**src/rtl/osc_sup_pkg.sv**
```systemverilog
package osc_sup_pkg;
    localparam int REG_W  = 32;
    localparam int ADDR_W = 8;
    localparam int THR_W  = 8;

    localparam logic [ADDR_W-1:0] OFF_STATUS = 8'h10;
    localparam logic [ADDR_W-1:0] OFF_THRESH = 8'h1C;
    localparam logic [ADDR_W-1:0] OFF_ENABLE = 8'h20;
    localparam logic [ADDR_W-1:0] OFF_DETUNE = 8'h24;
    localparam logic [ADDR_W-1:0] OFF_MASK   = 8'h28;
    localparam logic [ADDR_W-1:0] OFF_STOP   = 8'h2C;

    localparam int STATUS_OVF_BIT = 1;
    localparam logic [THR_W-1:0] THRESH_RESET = '1;
endpackage

```
**src/rtl/osc_alarm_lane.sv**
```systemverilog
module osc_alarm_lane #(
    parameter int THR_W = 8
) (
    input  logic             clk,
    input  logic             rst_n,
    input  logic             count_en,
    input  logic [THR_W-1:0] thresh,
    output logic             trip
);
    logic [THR_W-1:0] cnt_d, cnt_q;

    always_comb begin
        trip  = count_en && (cnt_q == thresh);
        cnt_d = cnt_q;
        if (trip)
            cnt_d = '0;
        else if (count_en)
            cnt_d = cnt_q + 1'b1;
    end

    always_ff @(posedge clk or negedge rst_n) begin
        if (!rst_n) cnt_q <= '0;
        else        cnt_q <= cnt_d;
    end

    // a trip leaves the count at zero
    p_trip_resets_r5: assert property (@(posedge clk) disable iff (!rst_n)
        trip |=> (cnt_q == '0));

    // each counted alarm below the limit advances the count by one
    p_count_step_r3: assert property (@(posedge clk) disable iff (!rst_n)
        (count_en && !trip) |=> (cnt_q == $past(cnt_q) + 1'b1));
endmodule

```
**src/rtl/osc_trip_escalate.sv**
```systemverilog
module osc_trip_escalate #(
    parameter int NUM_OSC = 32
) (
    input  logic [NUM_OSC-1:0] trip,
    input  logic [NUM_OSC-1:0] stopped,
    output logic               ovf_event
);
    logic any_trip, multi_trip, any_stopped;

    always_comb begin
        any_trip    = |trip;
        multi_trip  = ($countones(trip) > 1);
        any_stopped = |stopped;
        ovf_event   = any_trip && (any_stopped || multi_trip);
    end
endmodule

```
**src/rtl/osc_alarm_supervisor.sv**
```systemverilog
module osc_alarm_supervisor
    import osc_sup_pkg::*;
#(
    parameter int NUM_OSC = 32
) (
    input  logic               clk,
    input  logic               rst_n,
    input  logic               reg_wr_i,
    input  logic [ADDR_W-1:0]  reg_addr_i,
    input  logic [REG_W-1:0]   reg_wdata_i,
    input  logic [ADDR_W-1:0]  rd_addr_i,
    output logic [REG_W-1:0]   rd_data_o,
    input  logic [NUM_OSC-1:0] alarm_i,
    output logic [NUM_OSC-1:0] osc_en_o,
    output logic [NUM_OSC-1:0] detune_o,
    output logic [NUM_OSC-1:0] stopped_o,
    output logic               shutdown_ovf_o
);
    typedef struct packed {
        logic [THR_W-1:0]   thresh;
        logic [NUM_OSC-1:0] en;
        logic [NUM_OSC-1:0] detune;
        logic [NUM_OSC-1:0] mask;
        logic [NUM_OSC-1:0] stop;
        logic               ovf;
    } sup_state_t;

    sup_state_t         s_d, s_q;
    logic [NUM_OSC-1:0] count_en;
    logic [NUM_OSC-1:0] trip;
    logic               ovf_event;
    logic               ovf_clear;

    assign count_en = alarm_i & s_q.en & ~s_q.mask;

    for (genvar g = 0; g < NUM_OSC; g++) begin : g_lane
        osc_alarm_lane #(.THR_W(THR_W)) u_lane (
            .clk      (clk),
            .rst_n    (rst_n),
            .count_en (count_en[g]),
            .thresh   (s_q.thresh),
            .trip     (trip[g])
        );
    end

    osc_trip_escalate #(.NUM_OSC(NUM_OSC)) u_escalate (
        .trip      (trip),
        .stopped   (s_q.stop),
        .ovf_event (ovf_event)
    );

    assign ovf_clear = reg_wr_i && (reg_addr_i == OFF_STATUS)
                       && reg_wdata_i[STATUS_OVF_BIT];

    always_comb begin
        s_d = s_q;
        if (reg_wr_i) begin
            case (reg_addr_i)
                OFF_THRESH: s_d.thresh = reg_wdata_i[THR_W-1:0];
                OFF_ENABLE: s_d.en     = reg_wdata_i[NUM_OSC-1:0];
                OFF_DETUNE: s_d.detune = reg_wdata_i[NUM_OSC-1:0];
                OFF_MASK:   s_d.mask   = reg_wdata_i[NUM_OSC-1:0];
                OFF_STOP:   s_d.stop   = reg_wdata_i[NUM_OSC-1:0];
                default: ;
            endcase
        end
        if (ovf_clear) s_d.ovf = 1'b0;
        // trips win over a same-cycle write
        s_d.en   = s_d.en & ~trip;
        s_d.stop = s_d.stop | trip;
        if (ovf_event) s_d.ovf = 1'b1;
    end

    always_ff @(posedge clk or negedge rst_n) begin
        if (!rst_n) begin
            s_q        <= '0;
            s_q.thresh <= THRESH_RESET;
        end else begin
            s_q <= s_d;
        end
    end

    always_comb begin
        rd_data_o = '0;
        case (rd_addr_i)
            OFF_STATUS: rd_data_o[STATUS_OVF_BIT] = s_q.ovf;
            OFF_THRESH: rd_data_o = REG_W'(s_q.thresh);
            OFF_ENABLE: rd_data_o = REG_W'(s_q.en);
            OFF_DETUNE: rd_data_o = REG_W'(s_q.detune);
            OFF_MASK:   rd_data_o = REG_W'(s_q.mask);
            OFF_STOP:   rd_data_o = REG_W'(s_q.stop);
            default: ;
        endcase
    end

    assign osc_en_o       = s_q.en;
    assign detune_o       = s_q.detune;
    assign stopped_o      = s_q.stop;
    assign shutdown_ovf_o = s_q.ovf;

    // a tripping oscillator ends up stopped and disabled
    p_trip_stops_r3: assert property (@(posedge clk) disable iff (!rst_n)
        (|trip) |=> (((s_q.stop & $past(trip)) == $past(trip))
                     && ((s_q.en & $past(trip)) == '0)));

    // the overflow flag only rises after a trip
    p_ovf_cause_r6: assert property (@(posedge clk) disable iff (!rst_n)
        $rose(s_q.ovf) |-> $past(|trip));

    // the flag holds unless software writes 1 to its status bit
    p_ovf_sticky_r7: assert property (@(posedge clk) disable iff (!rst_n)
        (s_q.ovf && !ovf_clear) |=> s_q.ovf);

    // a lone trip with nothing stopped does not raise the flag
    p_first_quiet_r8: assert property (@(posedge clk) disable iff (!rst_n)
        (!s_q.ovf && (s_q.stop == '0) && ($countones(trip) == 1)) |=> !s_q.ovf);
endmodule

```
**config.mk**
```make
export PLATFORM = sky130hd
export DESIGN_NAME = osc_alarm_supervisor
export DESIGN_NICKNAME = d
export VERILOG_FILES = /design/src/rtl/osc_sup_pkg.sv /design/src/rtl/osc_alarm_lane.sv /design/src/rtl/osc_trip_escalate.sv /design/src/rtl/osc_alarm_supervisor.sv
export SDC_FILE = /design/constraint.sdc
export NUM_CORES = 1
export LEC_CHECK = 0
export BUFFER_PORTS_ARGS = -buffer_cell sky130_fd_sc_hd__buf_4
export CAP_MARGIN = 20
export CORE_MARGIN = 1
export CORE_UTILIZATION = 46
export CTS_CLUSTER_SIZE = 12
export DETAILED_ROUTE_END_ITERATION = 10
export GPL_ROUTABILITY_DRIVEN = 0
export GPL_TIMING_DRIVEN = 0
export PLACE_DENSITY = 0.69
export SYNTH_ARGS = -nofsm -noshare
export SYNTH_HDL_FRONTEND = slang
export SYNTH_SLANG_ARGS = --single-unit
```
**constraint.sdc**
```tcl
create_clock -name clk -period 5.8 [get_ports clk]
set_input_delay 1.16 -clock clk [delete_from_list [all_inputs] [get_ports clk]]
set_output_delay 1.16 -clock clk [all_outputs]
set_load 0.01 [all_outputs]
```
==> results of run 1 <==
sequential cells by signal, summed over array words and instances (netlist names):
| name | flops |
|---|---|
| detune_o | 32 |
| g_lane.u_lane.cnt_q | 256 |
| osc_en_o | 32 |
| s_q | 40 |
| shutdown_ovf_o | 1 |
| stopped_o | 32 |
logic make-up after synthesis:
| kind of cell | Yosys count | share of synthesized area [%] |
|---|---|---|
| xor gates and xnor gates | 443 | 16.1 |
| and+or+nand+nor | 874 | 18.8 |
| adders and majority gates | 98 | 5.89 |
| buffers and inverters | 334 | 7.49 |
| muxes | 110 | 4.97 |
| AOI/OAI and AO/OA | 216 | 6.02 |
| DFF | 393 | 40.8 |
metrics by stage:
stage	utilization, %	hold slack (ns)	std cells	TNS (ns)	cell area, µm²
floorplan	-	0.499	2468	-0.301	24200
global placement	51.6	0.519	3359	-149.64	26600
detailed placement	51.8	0.524	3364	-0.845	26700
CTS	58.2	0.539	3548	-0.213	30000
global route	58.3	0.550	3553	-0.378	30100
finish	58.3	0.534	3553	-0.208	30100
worst max-delay path, stage by stage (launching register included):
cell	delay, ns
sky130_fd_sc_hd__dfstp_4	0.68
sky130_fd_sc_hd__buf_12	0.12
sky130_fd_sc_hd__buf_12	0.12
sky130_fd_sc_hd__buf_12	0.13
sky130_fd_sc_hd__xnor2_4	0.11
sky130_fd_sc_hd__nand2_2	0.09
sky130_fd_sc_hd__nor4_4	0.36
sky130_fd_sc_hd__buf_6	0.18
sky130_fd_sc_hd__ha_4	0.12
sky130_fd_sc_hd__inv_1	0.04
sky130_fd_sc_hd__fa_2	0.53
sky130_fd_sc_hd__inv_2	0.04
sky130_fd_sc_hd__fa_2	0.52
sky130_fd_sc_hd__inv_2	0.04
sky130_fd_sc_hd__fa_2	0.37
sky130_fd_sc_hd__inv_2	0.06
sky130_fd_sc_hd__fa_1	0.43
sky130_fd_sc_hd__fa_1	0.51
sky130_fd_sc_hd__ha_2	0.19
sky130_fd_sc_hd__inv_2	0.05
sky130_fd_sc_hd__fa_1	0.51
sky130_fd_sc_hd__nor4b_4	0.20
sky130_fd_sc_hd__nand4_1	0.15
sky130_fd_sc_hd__a2111oi_2	0.26
sky130_fd_sc_hd__o2bb2ai_1	0.09
timing repair:
item / in CTS / in global routing
cloned: 3 / 0
resized for setup: 186 / 3
pin swaps: 49 / 5
buffers inserted: 113 / 4
endpoints found under the setup margin: 1 / 1
power by group through the flow:
| stage | logic (mW) | registers (mW) | clock network (mW) |
|---|---|---|---|
| global route | 1.99 | 3.59 | 2.97 |
| floorplan | 1.08 | 3.36 | 0 |
| global placement | 1.58 | 3.55 | 0 |
| finish | 1.84 | 3.56 | 2.83 |
| detailed placement | 1.64 | 3.56 | 0 |
| CTS | 1.81 | 3.54 | 2.85 |
cells in the mapped netlist, drive strengths merged, types with 49 or more instances:
library cell    n  area, µm²
a22oi          59        443
buf           181       1230
dfrtp         385       9630
ha             72        901
inv           135        507
mux2           78        878
nand2         180        676
nand4         115        719
nor2          273       1020
nor3           59        300
nor4           49        463
o21ai          80        400
xnor2         297       2600
xor2          146       1280
path summary, 6_finish.rpt:
| check | startpoint | to | slack [ns] | cells past startpoint |
|---|---|---|---|---|
| min in group asynchronous | rst_n | g_lane[27].u_lane.cnt_q[0]$_DFFE_PN0P_ | 0.67 | 1 |
| max in group asynchronous | rst_n | detune_o[16]$_DFFE_PN0P_ | 3.67 | 3 |
| min reg2reg | detune_o[17]$_DFFE_PN0P_ | detune_o[17]$_DFFE_PN0P_ | 0.53 | 1 |
| min | detune_o[17]$_DFFE_PN0P_ | detune_o[17]$_DFFE_PN0P_ | 0.53 | 1 |
| max | s_q[132]$_DFFE_PN1P_ | shutdown_ovf_o$_DFFE_PN0P_ | -0.21 | 24 |
| max reg2reg | s_q[132]$_DFFE_PN1P_ | shutdown_ovf_o$_DFFE_PN0P_ | -0.21 | 24 |
per-layer routing:
layer  track usage [%]  vias up  part of all wire [%]
met2              47.1      921                    45
met3              5.78      240                   9.0
met4              19.4        0                   6.8
met5                 0        -                     0
met1              39.9    10219                    40
li1                  -     9037                     -
area by class of cell:
class,count,share of cell area (%)
inverters,135,1.68
flip-flops and latches,393,32.8
clock buffers,67,4.45
clock inverters,10,0.332
repair buffers,336,9.49
plain buffers,190,5.51
diodes,1,0.00831
multi-input cells,1741,42.9
well taps,680,2.83
==> run summary, run 1 <==
STATUS
----------------------------------------------------------------------------------------
Outcome ................................................................... finished with violations
Violated checks ........................................................... setup timing

POWER AND IR DROP
----------------------------------------------------------------------------------------
Design Power ..............................................................      8.24 mW
Clock power frac ..........................................................        34.4%
Sequential cell fraction of total power ...................................        43.3%
Power density over cell area ..............................................   274 nW/µm²
Comb power frac ...........................................................        22.4%
Largest voltage drop on the vdd net .......................................       191 µV
Switching share of power ..................................................        31.3%
Sw Pwr ....................................................................      2.58 mW
Internal power ............................................................      5.66 mW
Reported leakage power ....................................................      14.3 nW

SETUP PATH
----------------------------------------------------------------------------------------
Largest fanout of any net on the critical path ............................            6
Crit start category .......................................................     register
Type of the worst setup path .............................................. register to register
Arrival time at the worst endpoint ........................................      6.46 ns
Crit end category .........................................................     register
Worst Path Required .......................................................      6.26 ns

CLOCK NETWORK
----------------------------------------------------------------------------------------
Buffer type at the clock tree root ........................................ sky130_fd_sc_hd__clkbuf_16
Clock Pin Slew Worst Setup and Hold Paths .................................      0.06 ns
Clock network latency to the later pin of the worst-skew pair .............      0.58 ns
Clock Path Buffers ........................................................            3
# clock sinks .............................................................          393
CTS Buf Count .............................................................           44
Clock tree from TritonCTS .................................................        built
Number of hold buffers added after CTS ....................................            0
Depth of the CTS H-tree ...................................................            2

TIMING
----------------------------------------------------------------------------------------
Final Hold Fails ..........................................................            0
Fmax ......................................................................      166 MHz
Final period utilization ..................................................         104%
Measured slew at the worst slew-check pin .................................      1.19 ns
Unrepaired setup endpoints after global routing ...........................         true
Minimum clock period after layout .........................................      6.01 ns
Setup violations, final ...................................................            1
Final slew viol count .....................................................            0
Setup ws final ............................................................    -0.208 ns
Worst slew margin relative to its limit ...................................        20.7%
Clk_skew ..................................................................    0.0288 ns

PLACEMENT
----------------------------------------------------------------------------------------
Post-detailed-placement half-perimeter wirelength .........................     54400 µm
Number of port buffers ....................................................          211
Post-placement setup slack ................................................    -0.845 ns

SYNTH
----------------------------------------------------------------------------------------
Post-synth EDFFs ..........................................................            0
Synth Net Count ...........................................................         2649
Unique cell type count in the Yosys netlist ...............................           49
Fraction of registers with async set or reset after synthesis .............         100%
Ys flop type .............................................................. sky130_fd_sc_hd__dfrtp_1
Seq/Total Area, Yosys .....................................................        40.8%
Synth Warn # ..............................................................            0
Synthesized instance count ................................................         2468
Total standard cell area after synthesis ..................................    24100 µm²
Register bit count reported by yosys ......................................          393
Synthesized area divided by synthesized cell count ........................     9.78 µm²

FLOW RUN
----------------------------------------------------------------------------------------
Max Cap Violations ........................................................            0

FLOORPLAN
----------------------------------------------------------------------------------------
Chip width ................................................................       231 µm
Initial Utilization .......................................................        46.8%
Die boundary height .......................................................       231 µm
Placement row count .......................................................           83
Area of the die ...........................................................    53400 µm²
Number of ports placed on the die boundary ................................          212
Core area .................................................................    51600 µm²

ROUTE
----------------------------------------------------------------------------------------
Detailed router's first-iteration violation count .........................         1968
DR vias ...................................................................        20417
Count of nets left with antenna violations after detail routing ...........            0
Drt via density ...........................................................         5.75
Routed wire length ........................................................     81800 µm
Count of unresolved DRC violations after routing ..........................            0
Number of search-and-repair iterations in the first detailed-routing pass .            5
Routed wire length per instance ...........................................      23.0 µm

FINISH
----------------------------------------------------------------------------------------
Register Area .............................................................     9870 µm²
Net count, final ..........................................................         3022
Total area of multi-input combinational cells .............................    12900 µm²
Most common library cell in the layout ignoring fill and taps ............. sky130_fd_sc_hd__buf_4
Leading cell types in the layout, fill and taps excluded .................. sky130_fd_sc_hd__buf_4 (420), sky130_fd_sc_hd__dfrtp_1 (385), sky130_fd_sc_hd__xnor2_1 (289), sky130_fd_sc_hd__nor2_1 (273), sky130_fd_sc_hd__nand2_1 (179)
Synth-to-layout area growth ...............................................        24.7%
Fill cell count ...........................................................         4259
Layout cell share with drive strength beyond 1 ............................        26.0%

GLOBAL ROUTING
----------------------------------------------------------------------------------------
GR Util All Layers ........................................................        30.7%
Number of antenna violations at the first check in global routing .........            2
First-pass GRT wire length ................................................    122000 µm
Maximum number of pins on one net before global-route repair ..............          116
Number of global-route vias before repair .................................        20092
GRT overflow ..............................................................            0

HOLD PATH
----------------------------------------------------------------------------------------
Hold WC Path Type ......................................................... register to register

Power figures use the tool's default switching activity.
==> run 2, diff against run 1 <==
Settings changed: CORE_ASPECT_RATIO set to 0.6, CTS_CLUSTER_DIAMETER set to 80, PLACE_DENSITY 0.69 to 0.68.
==> run summary, run 2 (synthesis gave the netlist of run 1 again) <==
STATUS
----------------------------------------------------------------------------------------
Outcome ................................................................... finished with violations
Violated checks ........................................................... setup timing

POWER AND IR DROP
----------------------------------------------------------------------------------------
Largest voltage drop on the vdd net .......................................       204 µV
Power density over cell area ..............................................   266 nW/µm²
Design Power ..............................................................      7.63 mW
Reported leakage power ....................................................      13.6 nW

FLOORPLAN
----------------------------------------------------------------------------------------
Number of ports placed on the die boundary ................................          212
Die boundary height .......................................................       179 µm
Chip width ................................................................       298 µm
Core area .................................................................    51400 µm²
Placement row count .......................................................           64
Area of the die ...........................................................    53400 µm²
Initial Utilization .......................................................        47.0%

CLOCK NETWORK
----------------------------------------------------------------------------------------
Depth of the CTS H-tree ...................................................            2
Clock tree from TritonCTS .................................................        built
# clock sinks .............................................................          393
Clock Path Buffers ........................................................            3
CTS Buf Count .............................................................           38
Clock Pin Slew Worst Setup and Hold Paths .................................      0.07 ns
Clock network latency to the later pin of the worst-skew pair .............      0.55 ns
Number of hold buffers added after CTS ....................................            0
Buffer type at the clock tree root ........................................ sky130_fd_sc_hd__clkbuf_16

FINISH
----------------------------------------------------------------------------------------
Most common library cell in the layout ignoring fill and taps ............. sky130_fd_sc_hd__dfrtp_1
Net count, final ..........................................................         2936
Top register by number of flip-flops ...................................... g_lane.u_lane.cnt_q
Synth-to-layout area growth ...............................................        18.6%
Layout cell share with drive strength beyond 1 ............................        21.6%
Post-Route Utilization ....................................................        55.7%
Leading cell types in the layout, fill and taps excluded .................. sky130_fd_sc_hd__dfrtp_1 (385), sky130_fd_sc_hd__buf_4 (360), sky130_fd_sc_hd__xnor2_1 (297), sky130_fd_sc_hd__nor2_1 (273), sky130_fd_sc_hd__nand2_1 (180)
Largest register FFs ......................................................          256
Top flop regs ............................................................. g_lane.u_lane.cnt_q (256), s_q (40)
Non-filler cells in the finished layout ...................................         3461

TIMING
----------------------------------------------------------------------------------------
Final period utilization ..................................................         107%
Measured slew at the worst slew-check pin .................................      1.20 ns
Setup violations, final ...................................................            1
Unrepaired setup endpoints after global routing ...........................         true
Final slew viol count .....................................................            0
Clk_skew ..................................................................    0.0164 ns
Fin Setup TNS .............................................................    -0.390 ns
Final worst hold slack ....................................................     0.537 ns
Minimum clock period after layout .........................................      6.19 ns
Worst slew margin relative to its limit ...................................        19.9%
Fmax ......................................................................      162 MHz
Final Hold Fails ..........................................................            0
Setup ws final ............................................................    -0.390 ns

ROUTE
----------------------------------------------------------------------------------------
Count of nets left with antenna violations after detail routing ...........            0
Drt via density ...........................................................         5.75
Number of search-and-repair iterations in the first detailed-routing pass .            8
DR vias ...................................................................        19884
Routed wire length ........................................................     80200 µm
Routed wire length per instance ...........................................      23.2 µm
Detailed router's first-iteration violation count .........................         2231
Count of unresolved DRC violations after routing ..........................            0

PLACEMENT
----------------------------------------------------------------------------------------
Total placed cells including tap cells ....................................         3377
Post-detailed-placement half-perimeter wirelength .........................     56200 µm
Number of port buffers ....................................................          211

SETUP PATH
----------------------------------------------------------------------------------------
Worst Path Required .......................................................      6.23 ns
Largest fanout of any net on the critical path ............................           10
Arrival time at the worst endpoint ........................................      6.62 ns
Crit end category .........................................................     register
Crit start category .......................................................     register
Type of the worst setup path .............................................. register to register
Slack of the worst reg-to-reg path ........................................     -0.39 ns

HOLD PATH
----------------------------------------------------------------------------------------
Hold WC Path Type ......................................................... register to register

FLOW RUN
----------------------------------------------------------------------------------------
Max Cap Violations ........................................................            0

GLOBAL ROUTING
----------------------------------------------------------------------------------------
GR Util All Layers ........................................................        29.7%
First-pass GRT wire length ................................................    121000 µm
Maximum number of pins on one net before global-route repair ..............          119
Number of global-route vias before repair .................................        19437
GRT overflow ..............................................................            0
Number of antenna violations at the first check in global routing .........            4

run 2: changes by cell type in the layout (fill, tap and decap cells not counted), moves of 8 or more:
cell                       delta
sky130_fd_sc_hd__xnor2_1      +8
sky130_fd_sc_hd__inv_1       +14
sky130_fd_sc_hd__buf_12      -17
sky130_fd_sc_hd__buf_4       -60
sky130_fd_sc_hd__clkbuf_8    -13
sky130_fd_sc_hd__inv_2       -14
run 2: metal layers:
| layer | GRT usage [%] | share of wire, % | wire length [µm] |
|---|---|---|---|
| met5 | 0 | 0 | 0 |
| met2 | 44.7 | 44 | 35400 |
| met4 | 9.55 | 2.9 | 2290 |
| met3 | 7.11 | 9.9 | 7970 |
| met1 | 42.1 | 43 | 34600 |
run 2: layout make-up:
cell class              instances  area, µm²
repair buffers                256       2010
clock inverters                 1       5.00
clock buffers                  48       1050
plain buffers                 190       1620
flip-flops and latches        393       9870
well taps                     693        867
inverters                     135        507
diodes                          4       10.0
multi-input cells            1741      12700
fillers                      4503      22800
run 2: stage by stage:
step,setup WS [ns],cell area (µm²)
after floorplan,-0.301,24200
after global placement,-1.13,26600
after detailed placement,-1.17,26700
after CTS,-0.389,28600
after global routing,-0.631,28600
final,-0.390,28600
run 2: timing repair:
| action | CTS | global route |
|---|---|---|
| setup endpoints to repair | 1 | 1 |
| endpoints found under the hold margin | 0 | 0 |
| gates cloned | 0 | 0 |
| gates resized for setup | 125 | 2 |
| pin swaps | 17 | 2 |
| buffers inserted | 38 | 0 |
run 2: worst paths after layout:
check | startpoint | endpoint | cells after the start
worst max-delay path | s_q[130]$_DFFE_PN1P_ | shutdown_ovf_o$_DFFE_PN0P_ | 20
worst min-delay path | detune_o[2]$_DFFE_PN0P_ | detune_o[2]$_DFFE_PN0P_ | 1
worst max register to register | s_q[130]$_DFFE_PN1P_ | shutdown_ovf_o$_DFFE_PN0P_ | 20
worst min register to register | detune_o[2]$_DFFE_PN0P_ | detune_o[2]$_DFFE_PN0P_ | 1
max in group asynchronous | rst_n | g_lane[7].u_lane.cnt_q[2]$_DFFE_PN0P_ | 3
min in group asynchronous | rst_n | g_lane[11].u_lane.cnt_q[4]$_DFFE_PN0P_ | 1
run 2: where the power goes:
| part | switching (mW) | internal [mW] |
|---|---|---|
| logic | 0.831 | 0.893 |
| clock network | 1.07 | 1.26 |
| registers | 0.540 | 3.03 |
run 2: critical path, cell delays in order, from the launching register on:
cell and delay [ns]:
sky130_fd_sc_hd__dfstp_4 0.74, sky130_fd_sc_hd__buf_8 0.23, sky130_fd_sc_hd__xnor2_1 0.14, sky130_fd_sc_hd__nand3_1 0.13
sky130_fd_sc_hd__nor4_4 0.40, sky130_fd_sc_hd__buf_6 0.23, sky130_fd_sc_hd__ha_1 0.25, sky130_fd_sc_hd__inv_1 0.09
sky130_fd_sc_hd__fa_2 0.46, sky130_fd_sc_hd__fa_1 0.39, sky130_fd_sc_hd__inv_1 0.07, sky130_fd_sc_hd__fa_1 0.43
sky130_fd_sc_hd__fa_1 0.47, sky130_fd_sc_hd__fa_1 0.56, sky130_fd_sc_hd__ha_2 0.19, sky130_fd_sc_hd__inv_1 0.05
sky130_fd_sc_hd__fa_1 0.48, sky130_fd_sc_hd__nor4b_4 0.19, sky130_fd_sc_hd__nand4_1 0.18, sky130_fd_sc_hd__a2111oi_2 0.26
sky130_fd_sc_hd__o2bb2ai_1 0.09
